### src/rtl/dmareg_pkg.sv
package dmareg_pkg;
  localparam int NCH    = 4;
  localparam int BYTE_W = 8;
  localparam int REG_W  = 16;

  typedef struct packed {
    logic       chan_wr;
    logic       chan_rd;
    logic [1:0] ch;
    logic       sel_cnt;
    logic [7:0] ctl_wr;   // bit k: write to index 8+k
    logic       stat_rd;
    logic       mask_rd;
  } dec_t;
endpackage

### src/rtl/dmareg_decode.sv
module dmareg_decode
  import dmareg_pkg::*;
#(
  parameter int SHIFT = 0
) (
  input  logic [4+SHIFT-1:0] addr,
  input  logic               wr,
  input  logic               rd,
  output dec_t               dec
);
  logic [3:0] idx;
  assign idx = addr[SHIFT +: 4];

  always_comb begin
    dec         = '0;
    dec.ch      = idx[2:1];
    dec.sel_cnt = idx[0];
    dec.chan_wr = wr && !idx[3];
    dec.chan_rd = rd && !idx[3];
    for (int k = 0; k < 8; k++)
      dec.ctl_wr[k] = wr && idx[3] && (idx[2:0] == 3'(k));
    dec.stat_rd = rd && (idx == 4'd8);
    dec.mask_rd = rd && (idx == 4'd15);
  end
endmodule

### src/rtl/dmareg_ctrl.sv
module dmareg_ctrl
  import dmareg_pkg::*;
(
  input  logic           clk,
  input  logic           rst_n,
  input  dec_t           dec,
  input  logic [7:0]     wdata,
  input  logic [NCH-1:0] tc_pulse,
  output logic           ptr,
  output logic [NCH-1:0] mask,
  output logic [NCH-1:0] req,
  output logic [NCH-1:0] tc,
  output logic [7:0]     command,
  output logic [7:0]     ctl_rdata
);
  logic           ptr_n;
  logic [NCH-1:0] mask_n, req_n, tc_n;
  logic [7:0]     cmd_n;
  logic           mreset;

  assign mreset = dec.ctl_wr[5];

  always_comb begin
    ptr_n  = ptr;
    mask_n = mask;
    req_n  = req;
    tc_n   = tc;
    cmd_n  = command;
    if (dec.chan_wr || dec.chan_rd) ptr_n = ~ptr;
    if (dec.ctl_wr[4]) ptr_n = 1'b0;
    if (dec.ctl_wr[0] && ((wdata & 8'hFB) == 8'h00)) cmd_n = wdata;
    if (dec.ctl_wr[1]) begin
      req_n[wdata[1:0]] = wdata[2];
      tc_n[wdata[1:0]]  = 1'b0;
    end
    if (dec.ctl_wr[2]) mask_n[wdata[1:0]] = wdata[2];
    if (dec.ctl_wr[6]) mask_n = '0;
    if (dec.ctl_wr[7]) mask_n = wdata[NCH-1:0];
    if (dec.stat_rd)   tc_n = '0;
    tc_n = tc_n | tc_pulse;
    if (mreset) begin
      ptr_n  = 1'b0;
      mask_n = '1;
      req_n  = '0;
      tc_n   = '0;
      cmd_n  = '0;
    end
  end

  always_ff @(posedge clk) begin
    if (!rst_n) begin
      ptr     <= 1'b0;
      mask    <= '1;
      req     <= '0;
      tc      <= '0;
      command <= '0;
    end else begin
      ptr     <= ptr_n;
      mask    <= mask_n;
      req     <= req_n;
      tc      <= tc_n;
      command <= cmd_n;
    end
  end

  always_comb begin
    ctl_rdata = '0;
    if (dec.stat_rd)      ctl_rdata = {req, tc};
    else if (dec.mask_rd) ctl_rdata = {4'b0, mask};
  end

  assert_ptr_toggle_R2: assert property (@(posedge clk) disable iff (!rst_n)
    (dec.chan_wr || dec.chan_rd) |=> (ptr != $past(ptr)));

  assert_cmd_hold_R5: assert property (@(posedge clk) disable iff (!rst_n)
    (dec.ctl_wr[0] && ((wdata & 8'hFB) != 8'h00)) |=> $stable(command));

  assert_tc_survive_R11: assert property (@(posedge clk) disable iff (!rst_n)
    ((tc_pulse != '0) && !mreset) |=> ((tc & $past(tc_pulse)) == $past(tc_pulse)));

  assert_master_reset_R9: assert property (@(posedge clk) disable iff (!rst_n)
    mreset |=> (mask == '1 && command == '0 && !ptr && tc == '0));
endmodule

### src/rtl/dmareg_chan.sv
module dmareg_chan
  import dmareg_pkg::*;
#(
  parameter int SHIFT = 0,
  localparam int CUR_W = REG_W + SHIFT,
  localparam int VW    = REG_W + SHIFT + 1
) (
  input  logic             clk,
  input  logic             rst_n,
  input  logic             wr_sel,
  input  logic             sel_cnt,
  input  logic             ptr,
  input  logic [7:0]       wdata,
  input  logic             mode_we,
  input  logic             prog_we,
  input  logic [VW-1:0]    prog_in,
  output logic [CUR_W-1:0] cur_addr,
  output logic [7:0]       mode,
  output logic [7:0]       rd_byte
);
  logic [REG_W-1:0] base_addr, base_cnt, new_base;
  logic [VW-1:0]    prog, addr_val, cnt_val, val, shifted;
  logic             hi_wr;

  assign hi_wr    = wr_sel && ptr;
  assign new_base = sel_cnt ? base_addr : {wdata, base_addr[7:0]};

  always_ff @(posedge clk) begin
    if (!rst_n) begin
      base_addr <= '0;
      base_cnt  <= '0;
      cur_addr  <= '0;
      prog      <= '0;
      mode      <= '0;
    end else begin
      if (wr_sel && !ptr) begin
        if (sel_cnt) base_cnt[7:0]  <= wdata;
        else         base_addr[7:0] <= wdata;
      end
      if (hi_wr) begin
        if (sel_cnt) base_cnt[15:8]  <= wdata;
        else         base_addr[15:8] <= wdata;
        cur_addr <= CUR_W'(new_base) << SHIFT;
        prog     <= '0;
      end else if (prog_we) begin
        prog <= prog_in;
      end
      if (mode_we) mode <= wdata;
    end
  end

  always_comb begin
    addr_val = mode[5] ? (VW'(cur_addr) - prog) : (VW'(cur_addr) + prog);
    cnt_val  = (VW'(base_cnt) << SHIFT) - prog;
    val      = sel_cnt ? cnt_val : addr_val;
    shifted  = val >> (SHIFT + (ptr ? 8 : 0));
    rd_byte  = shifted[7:0];
  end

  assert_reload_clears_R3: assert property (@(posedge clk) disable iff (!rst_n)
    hi_wr |=> (prog == '0));

  assert_prog_load_R12: assert property (@(posedge clk) disable iff (!rst_n)
    (prog_we && !hi_wr) |=> (prog == $past(prog_in)));
endmodule

### src/rtl/dmareg_top.sv
module dmareg_top
  import dmareg_pkg::*;
#(
  parameter int SHIFT = 0,
  localparam int AW    = 4 + SHIFT,
  localparam int CUR_W = REG_W + SHIFT,
  localparam int PW    = REG_W + SHIFT + 1
) (
  input  logic               clk,
  input  logic               rst_n,
  input  logic [AW-1:0]      bus_addr,
  input  logic               bus_wr,
  input  logic               bus_rd,
  input  logic [7:0]         bus_wdata,
  output logic [7:0]         bus_rdata,
  input  logic [NCH-1:0]     eng_prog_we,
  input  logic [NCH*PW-1:0]  eng_prog,
  input  logic [NCH-1:0]     eng_tc,
  output logic [NCH-1:0]     eng_mask,
  output logic [NCH-1:0]     eng_req,
  output logic [NCH*8-1:0]   eng_mode,
  output logic [NCH*CUR_W-1:0] eng_cur_addr,
  output logic [7:0]         ctl_command
);
  dec_t       dec;
  logic       ptr;
  logic [NCH-1:0] tc;
  logic [7:0] ctl_rdata;
  logic [7:0] chan_byte [NCH];

  dmareg_decode #(.SHIFT(SHIFT)) u_dec (
    .addr(bus_addr), .wr(bus_wr), .rd(bus_rd), .dec(dec)
  );

  dmareg_ctrl u_ctrl (
    .clk(clk), .rst_n(rst_n), .dec(dec), .wdata(bus_wdata),
    .tc_pulse(eng_tc), .ptr(ptr), .mask(eng_mask), .req(eng_req),
    .tc(tc), .command(ctl_command), .ctl_rdata(ctl_rdata)
  );

  for (genvar c = 0; c < NCH; c++) begin : g_chan
    dmareg_chan #(.SHIFT(SHIFT)) u_chan (
      .clk(clk), .rst_n(rst_n),
      .wr_sel(dec.chan_wr && (dec.ch == 2'(c))),
      .sel_cnt(dec.sel_cnt), .ptr(ptr), .wdata(bus_wdata),
      .mode_we(dec.ctl_wr[3] && (bus_wdata[1:0] == 2'(c))),
      .prog_we(eng_prog_we[c]), .prog_in(eng_prog[c*PW +: PW]),
      .cur_addr(eng_cur_addr[c*CUR_W +: CUR_W]),
      .mode(eng_mode[c*8 +: 8]), .rd_byte(chan_byte[c])
    );
  end

  assign bus_rdata = dec.chan_rd ? chan_byte[dec.ch] : ctl_rdata;

  assert_one_strobe_R1: assert property (@(posedge clk) disable iff (!rst_n)
    !(bus_wr && bus_rd));
endmodule

### config.mk
export PLATFORM = sky130hd
export DESIGN_NAME = dmareg_top
export DESIGN_NICKNAME = d
export VERILOG_FILES = /design/src/rtl/dmareg_pkg.sv /design/src/rtl/dmareg_decode.sv /design/src/rtl/dmareg_ctrl.sv /design/src/rtl/dmareg_chan.sv /design/src/rtl/dmareg_top.sv
export SDC_FILE = /design/constraint.sdc
export NUM_CORES = 1
export LEC_CHECK = 0
export BUFFER_PORTS_ARGS = -buffer_cell sky130_fd_sc_hd__buf_2
export CAP_MARGIN = 20
export CORE_UTILIZATION = 45
export CTS_BUF_LIST = sky130_fd_sc_hd__clkbuf_8
export DETAILED_ROUTE_END_ITERATION = 8
export MAX_ROUTING_LAYER = met4
export PLACE_DENSITY = 0.66
export SLEW_MARGIN = 20
export SYNTH_ARGS = -nofsm -noshare
export SYNTH_HDL_FRONTEND = slang
export SYNTH_SLANG_ARGS = --single-unit
### constraint.sdc
create_clock -name clk -period 3.57 [get_ports clk]
set_input_delay 0.357 -clock clk [delete_from_list [all_inputs] [get_ports clk]]
set_output_delay 0.357 -clock clk [all_outputs]
set_load 0.03 [all_outputs]
==> results of run 1 <==
-- registers in the layout, summed over array words and instances (netlist names), 8 cells and up --
signal                   count
g_chan.u_chan.base_cnt      64
g_chan.u_chan.prog          64
u_ctrl.command               8
g_chan.u_chan.base_addr     64
g_chan.u_chan.mode          32
g_chan.u_chan.cur_addr      64
-- layer usage --
metal / up-vias / share of wire / global-route usage / wire length, um
met2: 720 / 0.46 / 0.494 / 31900
met1: 9622 / 0.44 / 0.401 / 30600
li1: 9708 / - / - / -
met3: 174 / 0.067 / 0.0469 / 4720
met4: 0 / 0.041 / 0.129 / 2880
met5: - / 0 / - / 0
-- final cells by class --
class                   count  share of cell area
clock buffers              72              0.0375
clock inverters            32              0.0131
inverters                 102              0.0145
multi-input cells        1905               0.518
flip-flops and latches    309               0.235
well taps                 585              0.0277
repair buffers            575               0.155
-- Yosys cell counts (11+ instances only) --
master / number / area [um^2]
sky130_fd_sc_hd__nand2_1: 332 / 1250
sky130_fd_sc_hd__dfxtp_1: 309 / 6190
sky130_fd_sc_hd__nor2_1: 181 / 679
sky130_fd_sc_hd__a21boi_0: 164 / 1230
sky130_fd_sc_hd__a21oi_1: 136 / 681
sky130_fd_sc_hd__nand3_1: 126 / 631
sky130_fd_sc_hd__ha_1: 124 / 1550
sky130_fd_sc_hd__clkbuf_1: 119 / 447
sky130_fd_sc_hd__xnor2_1: 107 / 937
sky130_fd_sc_hd__mux2i_1: 104 / 1040
sky130_fd_sc_hd__inv_1: 101 / 379
sky130_fd_sc_hd__o21ai_0: 93 / 465
sky130_fd_sc_hd__nor3_1: 53 / 265
sky130_fd_sc_hd__nor2b_1: 51 / 319
sky130_fd_sc_hd__a31oi_1: 39 / 244
sky130_fd_sc_hd__o211a_1: 33 / 330
sky130_fd_sc_hd__xor2_1: 33 / 289
sky130_fd_sc_hd__a21o_1: 27 / 203
sky130_fd_sc_hd__nand2b_1: 25 / 156
sky130_fd_sc_hd__a211oi_1: 24 / 180
sky130_fd_sc_hd__o21a_1: 19 / 143
sky130_fd_sc_hd__and3_1: 17 / 106
sky130_fd_sc_hd__nor4_1: 17 / 106
sky130_fd_sc_hd__or3_1: 14 / 87.6
sky130_fd_sc_hd__and2_1: 12 / 75.1
sky130_fd_sc_hd__a41oi_1: 11 / 96.3
-- how the worst max path moves through the flow --
stage	startpoint	endpoint	slack [ns]	depth (start not counted)
after floorplan	g_chan[2].u_chan.prog[5]	bus_rdata[5]	0.0005	13
after global placement	g_chan[1].u_chan.prog[1]	bus_rdata[6]	-0.38	16
after detailed placement	g_chan[0].u_chan.prog[1]	bus_rdata[7]	-0.41	17
after CTS	g_chan[1].u_chan.prog[1]	bus_rdata[6]	-0.94	16
after global routing	g_chan[0].u_chan.prog[1]	bus_rdata[2]	-1.05	17
final	g_chan[1].u_chan.prog[1]	bus_rdata[6]	-0.94	16
-- what timing repair did --
action | CTS | global route
gates resized for setup | 119 | 112
buffers inserted | 19 | 18
hold buffers | 68 | 0
hold endpoints to repair | 68 | 0
setup endpoints to repair | 8 | 8
pin swaps | 79 | 107
-- worst reg2reg max path, cell delays in order, from the launching register on --
cell,delay (ns)
sky130_fd_sc_hd__dfxtp_1,0.36
sky130_fd_sc_hd__inv_1,0.07
sky130_fd_sc_hd__buf_4,0.22
sky130_fd_sc_hd__nor2_1,0.54
sky130_fd_sc_hd__nand2_1,0.57
sky130_fd_sc_hd__nor2_1,0.57
sky130_fd_sc_hd__nand2_1,0.11
sky130_fd_sc_hd__a21boi_0,0.23
-- metrics by stage --
stage | area [um^2] | std cells | util
2_1_floorplan | 19800 | 2448 | -
3_3_place_gp | 23100 | 3378 | 0.536
3_5_place_dp | 23100 | 3378 | 0.536
4_1_cts | 25800 | 3567 | 0.598
5_1_grt | 26400 | 3580 | 0.612
6_report | 26400 | 3580 | 0.612
-- power groups by stage --
stage	Sequential [mW]	Combinational, mW	Clock, mW
6_report	3.58	2.70	3.99
5_1_grt	3.59	2.90	4.20
4_1_cts	3.58	2.51	4.05
3_5_place_dp	3.65	2.29	0
3_3_place_gp	3.65	2.26	0
2_1_floorplan	3.66	1.41	0
-- logic make-up (layout without fill, tap and decap cells) --
family / count (synthesis) / after routing
and+or+nand+nor: 872 / 872
AOI/OAI and AO/OA: 645 / 645
DFF: 309 / 309
buffers and inverters: 234 / 781
xor gates and xnor gates: 141 / 141
adders and majority gates: 132 / 132
muxes: 115 / 115
==> results.md, run 1 <==
- Counting every net in the synthesized netlist gives approximately 2700.
- The run finished, with violations left.
- The number of I/O pins is between 200 and 250.
- Dividing the detail-routed via count by the number of cells gives roughly 5.6.
- The total overflow left after global routing is 0.
- Of the total power, the share spent switching nets is 0.303.
- Of the total power, registers draw 0.349.
- Synthesis inferred 309 register bits.
- In this run the worst path has a maximum fanout of 3.
- The start point of the worst min-delay path is bus_wdata[3].
- After filler insertion, the fill cell instance count of the layout stands at approximately 3900.
- The post-detailed-route count of antenna-violating nets is 0.
- The most used flip-flop cell after synthesis is sky130_fd_sc_hd__dfxtp_1.
- The startpoint-to-endpoint class of the critical path is flip-flop to output pin.
- The number of failing hold endpoints at the final stage was 0.
- The netlist uses 80 different library cells.
- The overall routed net length is 70.1 mm.
- For this run, the total global-route usage over all layers was measured as 0.314.
- The remaining routing DRC violations is 0.
- The cell depth of the worst hold path is 3.
- The endpoint of the worst register-to-register path is g_chan[3].u_chan.base_addr[14].
- The area growth from synthesis to layout is 34.0%.
- Row generation in the floorplan step produced 76 rows.
- The area share of fa/ha/maj cells after synthesis is 0.0867.
- Measured against the total synthesized area, the mux share comes to 0.0647.
- Counting I/O delays and the setup requirement, the final critical path takes between 4 and 5 ns.
- The maximum clock rate is between 0.2 and 0.25 GHz.
- Of the total synthesized cell area, the portion taken by XOR and XNOR cells is 0.0630.
- The library cells used most frequently in the layout, excluding fill and tap cells, are sky130_fd_sc_hd__nand2_1 (330), sky130_fd_sc_hd__dfxtp_1 (294), sky130_fd_sc_hd__buf_4 (286), sky130_fd_sc_hd__buf_2 (197), sky130_fd_sc_hd__nor2_1 (166).
- The width of the die is approximately 210 um.
- The worst register-to-register path begins at u_ctrl.ptr.
- For this run, the register share of the synthesized area comes to 0.314.
- The number of DRC markers after the initial detailed-route iteration is 1625.
- The simple-gate share of the synthesized area is 0.203.
- The critical path buffer and inverter count is 4.
- In the final layout, the share of cells above drive strength 1 is 0.269.
- The area occupied by multi-input gates is 13700 um^2.
- The internal portion of the total power is slightly above 7 mW.
- For this configuration, the core starts out at a cell density of 0.457.
- The core outline area is roughly 43000 um^2.
- At the placement stage, the worst setup path has a slack of -0.409 ns.
- Clock tree synthesis inserted a total of 56 buffers.
- The footprint of the flip-flops and latches is ~6200 um^2.
- Summing internal, switching and leakage power gives between 10 and 15 mW.
- Headroom to the max-slew limit came out at 0.379.
- The standard cell with the maximum stage delay on the critical path is sky130_fd_sc_hd__dfxtp_2.
- The via count of the first global-routing pass came to 19600.
- After clock tree synthesis, the clock-pin slew on the worst setup and hold paths is 0.06 ns.
- The library cell used most frequently in the layout, excluding fill and tap cells, is sky130_fd_sc_hd__nand2_1.
- STA puts the critical path data required time at approximately 3.2 ns.
- Across all layers, the routed design uses 20200 vias.
- Synthesis produced between 2000 and 2500 cells.
- The largest stage delay on the critical path is 0.35 ns.
- In the synthesized netlist the async set-or-reset flop fraction comes to 0.
- In the final routed layout, each cell accounts on average for approximately 20 um.
- The most frequent cell on the critical path is sky130_fd_sc_hd__buf_4.
- The insertion delay of the later-clocked pin in the worst-skew pair is approximately 0.67 ns.
- Power spread over the standard cell area amounts to approximately 400 nW/um^2.
- The number of optimization iterations in the first detailed-route pass is 7.
- The final count of negative-setup-slack endpoints is 8.
- The maximum clock path buffer count is 3.
- The type of element launching the critical path is a flip-flop.
- The average instance area after synthesis is approximately 8.1 um^2.
- The reg2reg setup slack is around 0.82 ns.
- The share of total power dissipated in the clock network is 0.388.
- The library cell used as clock root buffer is sky130_fd_sc_hd__clkbuf_8.
- The number of max-slew violations in the final report came to 0.
- The share of total power dissipated in combinational logic is 0.263.
- The worst setup path is captured at an output pin.
- The worst voltage drop across the vdd grid is 258 uV.
- The final net count is between 3000 and 4000.
- By area, the combinational part of the netlist is dominated by compound AO/OA/AOI/OAI gates.
- TritonCTS built the clock tree.
- The endpoint arrival time on the critical path is approximately 4.2 ns.
- The wire-length estimate of the detail-placed layout is between 50 and 60 mm.
- The final hold slack is approximately 0.14 ns.
- The maximum clock skew at final layout is 0.0337 ns.
- The tightest min-delay check is of the input port to flip-flop type.
- The H-tree generated during clock tree synthesis spans 2 levels.
- At the pin with the least slew margin, the transition time is about 0.93 ns.
- Yosys printed 0 warnings.
- The congestion estimate from routability-driven global placement came to 0.998.
- The final reports fail on setup timing.
- Measured along the y axis, the die boundary spans roughly 210 um.
- The number of port buffers is slightly above 200.
- Walking the worst path, the cells encountered are inv_2 -> ha_4 -> mux2i_2 -> buf_4 -> fa_2 -> a211o_1 -> a21o_1 -> a31o_4 -> a22oi_2 -> a21oi_2 -> a31oi_1 -> mux2i_1 -> o31ai_1 -> buf_4 -> nand4_1 -> buf_6.
- Clock tree synthesis found a total of around 310 sinks.
- The area of the die is 44700 um^2.
- The maximum number of pins on one net before global-route repair is 71.
- The worst setup margin is -0.940 ns.
- Setup repair after global routing could not meet its margin everywhere.
- The compound-gate portion of the synthesized area is 0.225.
- In this run the power spent charging and discharging nets is ~3.1 mW.
- 0 antenna diodes ended up in the layout.
- For hold timing, the worst endpoint is g_chan[1].u_chan.base_addr[11].
- For the final routed database, the setup TNS stands at -6.38 ns.
- The number of max-cap violations is 0.
- The static leakage power is ~12 nW.
- The global-route wire length before repair is roughly 110 mm.
- The post-route fraction of the period consumed by the critical path is 1.26.
- The number of cells on the worst reg-to-reg path is 7.
- The number of antenna violations at the first check in global routing is 0.
- The cell family contributing the most delay on the critical path is compound AO/OA/AOI/OAI gates.
- Summing every instance area after synthesis gives around 20000 um^2.
- The number of enable flip-flop cells after synthesis is 0.
No activity file was read; power rests on OpenSTA's default activity.
==> run 2: changes to the inputs <==
Settings changed: BUFFER_PORTS_ARGS -buffer_cell sky130_fd_sc_hd__buf_2 to not set, DONT_BUFFER_PORTS set to 1, PLACE_DENSITY 0.66 to not set.
==> run 2 against run 1 <==
Compared with the run above:
- the flow still finishes with violations (setup timing)
- die area is the same
- worst setup slack gained 0.12 ns
- combinational power shrank 4%
- critical path depth grew 2
- flip-flop and latch count is the same
- utilization shrank 0.82 points
- sequential power is essentially flat
- cell count shrank 3.5%
- global-route usage grew 1.1 points
==> results.md, run 2 (synthesis gave the netlist of run 1 again) <==
- The number of failing hold endpoints at the final stage is 0.
- Headroom to the max-slew limit came out at 0.276.
- The first TritonRoute pass finished after 6 iterations.
- The checks that failed: setup timing.
- The total number of clock tree sinks is ~310.
- The worst hold path begins at bus_addr[2].
- After detailed routing, the number of vias per cell comes to between 5 and 6.
- The slew of the pin with the lowest slew margin is ~1.1 ns.
- Clock latency on the worst-skew pair, taken at its later pin, is slightly below 0.7 ns.
- The maximum clock rate is ~0.23 GHz.
- The final weighted congestion in routability-driven placement is between 0.9 and 1.
- The clock period minus final worst setup slack is 4.39 ns.
- The via count of the first global-routing pass is 19400.
- The overall routed net length is between 70 and 80 mm.
- The worst setup path startpoint is g_chan[2].u_chan.prog[0].
- The final net count is 3045.
- The number of antenna violations at the first check in global routing is 4.
- Detailed routing inserted a total of approximately 20000 vias.
- The worst voltage drop across the vdd grid is about 370 uV.
- The number of port buffers is 0.
- On the final layout, the worst clock skew is between 0.02 and 0.025 ns.
- The global-route usage over all layers is 0.324.
- The cell depth of the worst hold path is 4.
- The setup total negative slack is -6.04 ns.
- The type of element launching the critical path is a flip-flop.
- Across the run, the number of max-cap violations was 0.
- The path class of the tightest hold or removal check is input port to flip-flop.
- Entering global routing, the biggest net connects between 200 and 250 pins.
- Setup repair after global routing could not meet its margin everywhere.
- The floorplan step set the die height to 211 um.
- The number of max-slew violations in the final report is 0.
- Fill cells in the final layout number 3830.
- The fraction of layout instances using a drive strength above 1 is 0.209.
- The sort of element at the end of the critical path is an output pin.
- In this run the number of H-tree levels came out at 2.
- The footprint of the flip-flops and latches is about 6200 um^2.
- The global-route wire length before repair is approximately 110 mm.
- The number of core rows is 76.
- The path depth of the worst reg2reg path is 7.
- The post-detailed-route count of antenna-violating nets is 0.
- The run finished, with violations left.
- Of the available clock period, the critical path in the final layout requires 1.23.
- The total power density per cell area is 381 nW/um^2.
- The final count of negative-setup-slack endpoints is 8.
- Buffers inserted during clock tree synthesis total between 50 and 60.
- The area of the die is 44700 um^2.
- The commonest non-fill, non-tap cell in the layout is sky130_fd_sc_hd__nand2_1.
- The worst setup margin is -0.817 ns.
- Data on the critical path is required at its endpoint by approximately 3.2 ns.
- The top fanout value on the critical path is 3.
- The total area inside the core boundary comes to 43200 um^2.
- After detailed routing, the number of remaining DRC violations is 0.
- The detailed-route wire length per cell is between 20 and 25 um.
- The longest clock path from root to sink contains 3 buffers.
- In the final layout, the multi-input gates occupy about 14000 um^2.
- In the layout the commonest cells are sky130_fd_sc_hd__nand2_1 (330), sky130_fd_sc_hd__dfxtp_1 (293), sky130_fd_sc_hd__buf_4 (279), sky130_fd_sc_hd__a21boi_0 (163), sky130_fd_sc_hd__nor2_1 (162).
- The starting utilization of the core area is 0.457.
- The tree is rooted in a sky130_fd_sc_hd__clkbuf_8.
- By startpoint and endpoint, the worst setup path is classified as flip-flop to output pin.
- The clock input transition at the sequential cells of the worst setup and hold paths is ~0.060 ns.
- The die is roughly 210 um wide.
- The launch instance of the worst register-to-register path is u_ctrl.ptr.
- The detailed placer's ending HPWL is approximately 48 mm.
- TritonCTS built the clock tree.
- In this run the static leakage power is approximately 11 nW.
- The overall power of the completed layout is 9.95 mW.
- The endpoint arrival time on the critical path is just over 4 ns.
- The total overflow left after global routing is 0.
- approximately 210 I/O pins were placed.
- The number of DRC markers after the initial detailed-route iteration is around 1500.
- The signed area change from the synthesized netlist to the final layout is 32.2%.
run 2: final cells by class:
class / count / share of cell area
Clock buffer: 70 / 0.0369
Clock inverter: 31 / 0.0105
Inverter: 102 / 0.0148
Multi-Input combinational cell: 1905 / 0.520
Timing Repair Buffer: 449 / 0.151
Tap cell: 585 / 0.0281
Sequential cell: 309 / 0.238
Antenna cell: 5 / 0.000480
run 2: through the flow:
| step | hold WS, ns | util | instances | worst slack (ns) | cell area [um^2] |
|---|---|---|---|---|---|
| finish | 0.0359 | 0.604 | 3456 | -0.817 | 26100 |
| CTS | 0.00346 | 0.597 | 3445 | -0.851 | 25800 |
| floorplan | 0.441 | - | 2448 | 0.000504 | 19800 |
| global placement | 0.446 | 0.512 | 3172 | -0.310 | 22100 |
| detailed placement | 0.456 | 0.512 | 3172 | -0.351 | 22100 |
| global route | 0.0153 | 0.604 | 3456 | -1.02 | 26100 |
run 2: power by group:
group	internal [mW]	switching, mW
logic	1.26	1.34
clock network	2.13	1.63
registers	3.52	0.0829
total	6.90	3.05
run 2: worst paths after layout:
check                                        to  slack [ns]
hold reg to reg    g_chan[1].u_chan.base_cnt[0]        0.47
hold / removal                   u_ctrl.mask[0]        0.04
setup / recovery                   bus_rdata[7]       -0.82
setup reg to reg  g_chan[2].u_chan.base_cnt[11]        0.86
run 2: repair_timing:
item	4_1_cts	5_1_grt
cloned	0	0
endpoints found under the setup margin	8	8
buffers inserted	22	6
pin swaps	104	65
endpoints found under the hold margin	302	0
gates resized for setup	149	56
hold buffers	152	0
run 2: critical path: stages, from the launching register on:
cell and delay, ns:
sky130_fd_sc_hd__dfxtp_1 0.33, sky130_fd_sc_hd__inv_1 0.06, sky130_fd_sc_hd__ha_1 0.20, sky130_fd_sc_hd__nand3_1 0.11
sky130_fd_sc_hd__nor2_1 0.05, sky130_fd_sc_hd__nor2_1 0.10, sky130_fd_sc_hd__xnor2_1 0.13, sky130_fd_sc_hd__ha_1 0.28
sky130_fd_sc_hd__a21oi_2 0.18, sky130_fd_sc_hd__nand2_1 0.08, sky130_fd_sc_hd__o21ai_2 0.17, sky130_fd_sc_hd__buf_4 0.14
sky130_fd_sc_hd__xor2_1 0.10, sky130_fd_sc_hd__a221oi_1 0.32, sky130_fd_sc_hd__o221ai_1 0.17, sky130_fd_sc_hd__a211oi_1 0.41
sky130_fd_sc_hd__a311oi_4 0.19, sky130_fd_sc_hd__o2111ai_4 0.13, sky130_fd_sc_hd__buf_6 0.17
run 2: routing by layer:
layer / GRT usage / up-vias / wire length (um)
met2: 0.513 / 692 / 32500
met3: 0.0785 / 166 / 6140
met4: 0.126 / 0 / 2730
li1: - / 9464 / -
met5: - / - / 0
met1: 0.397 / 9391 / 29700
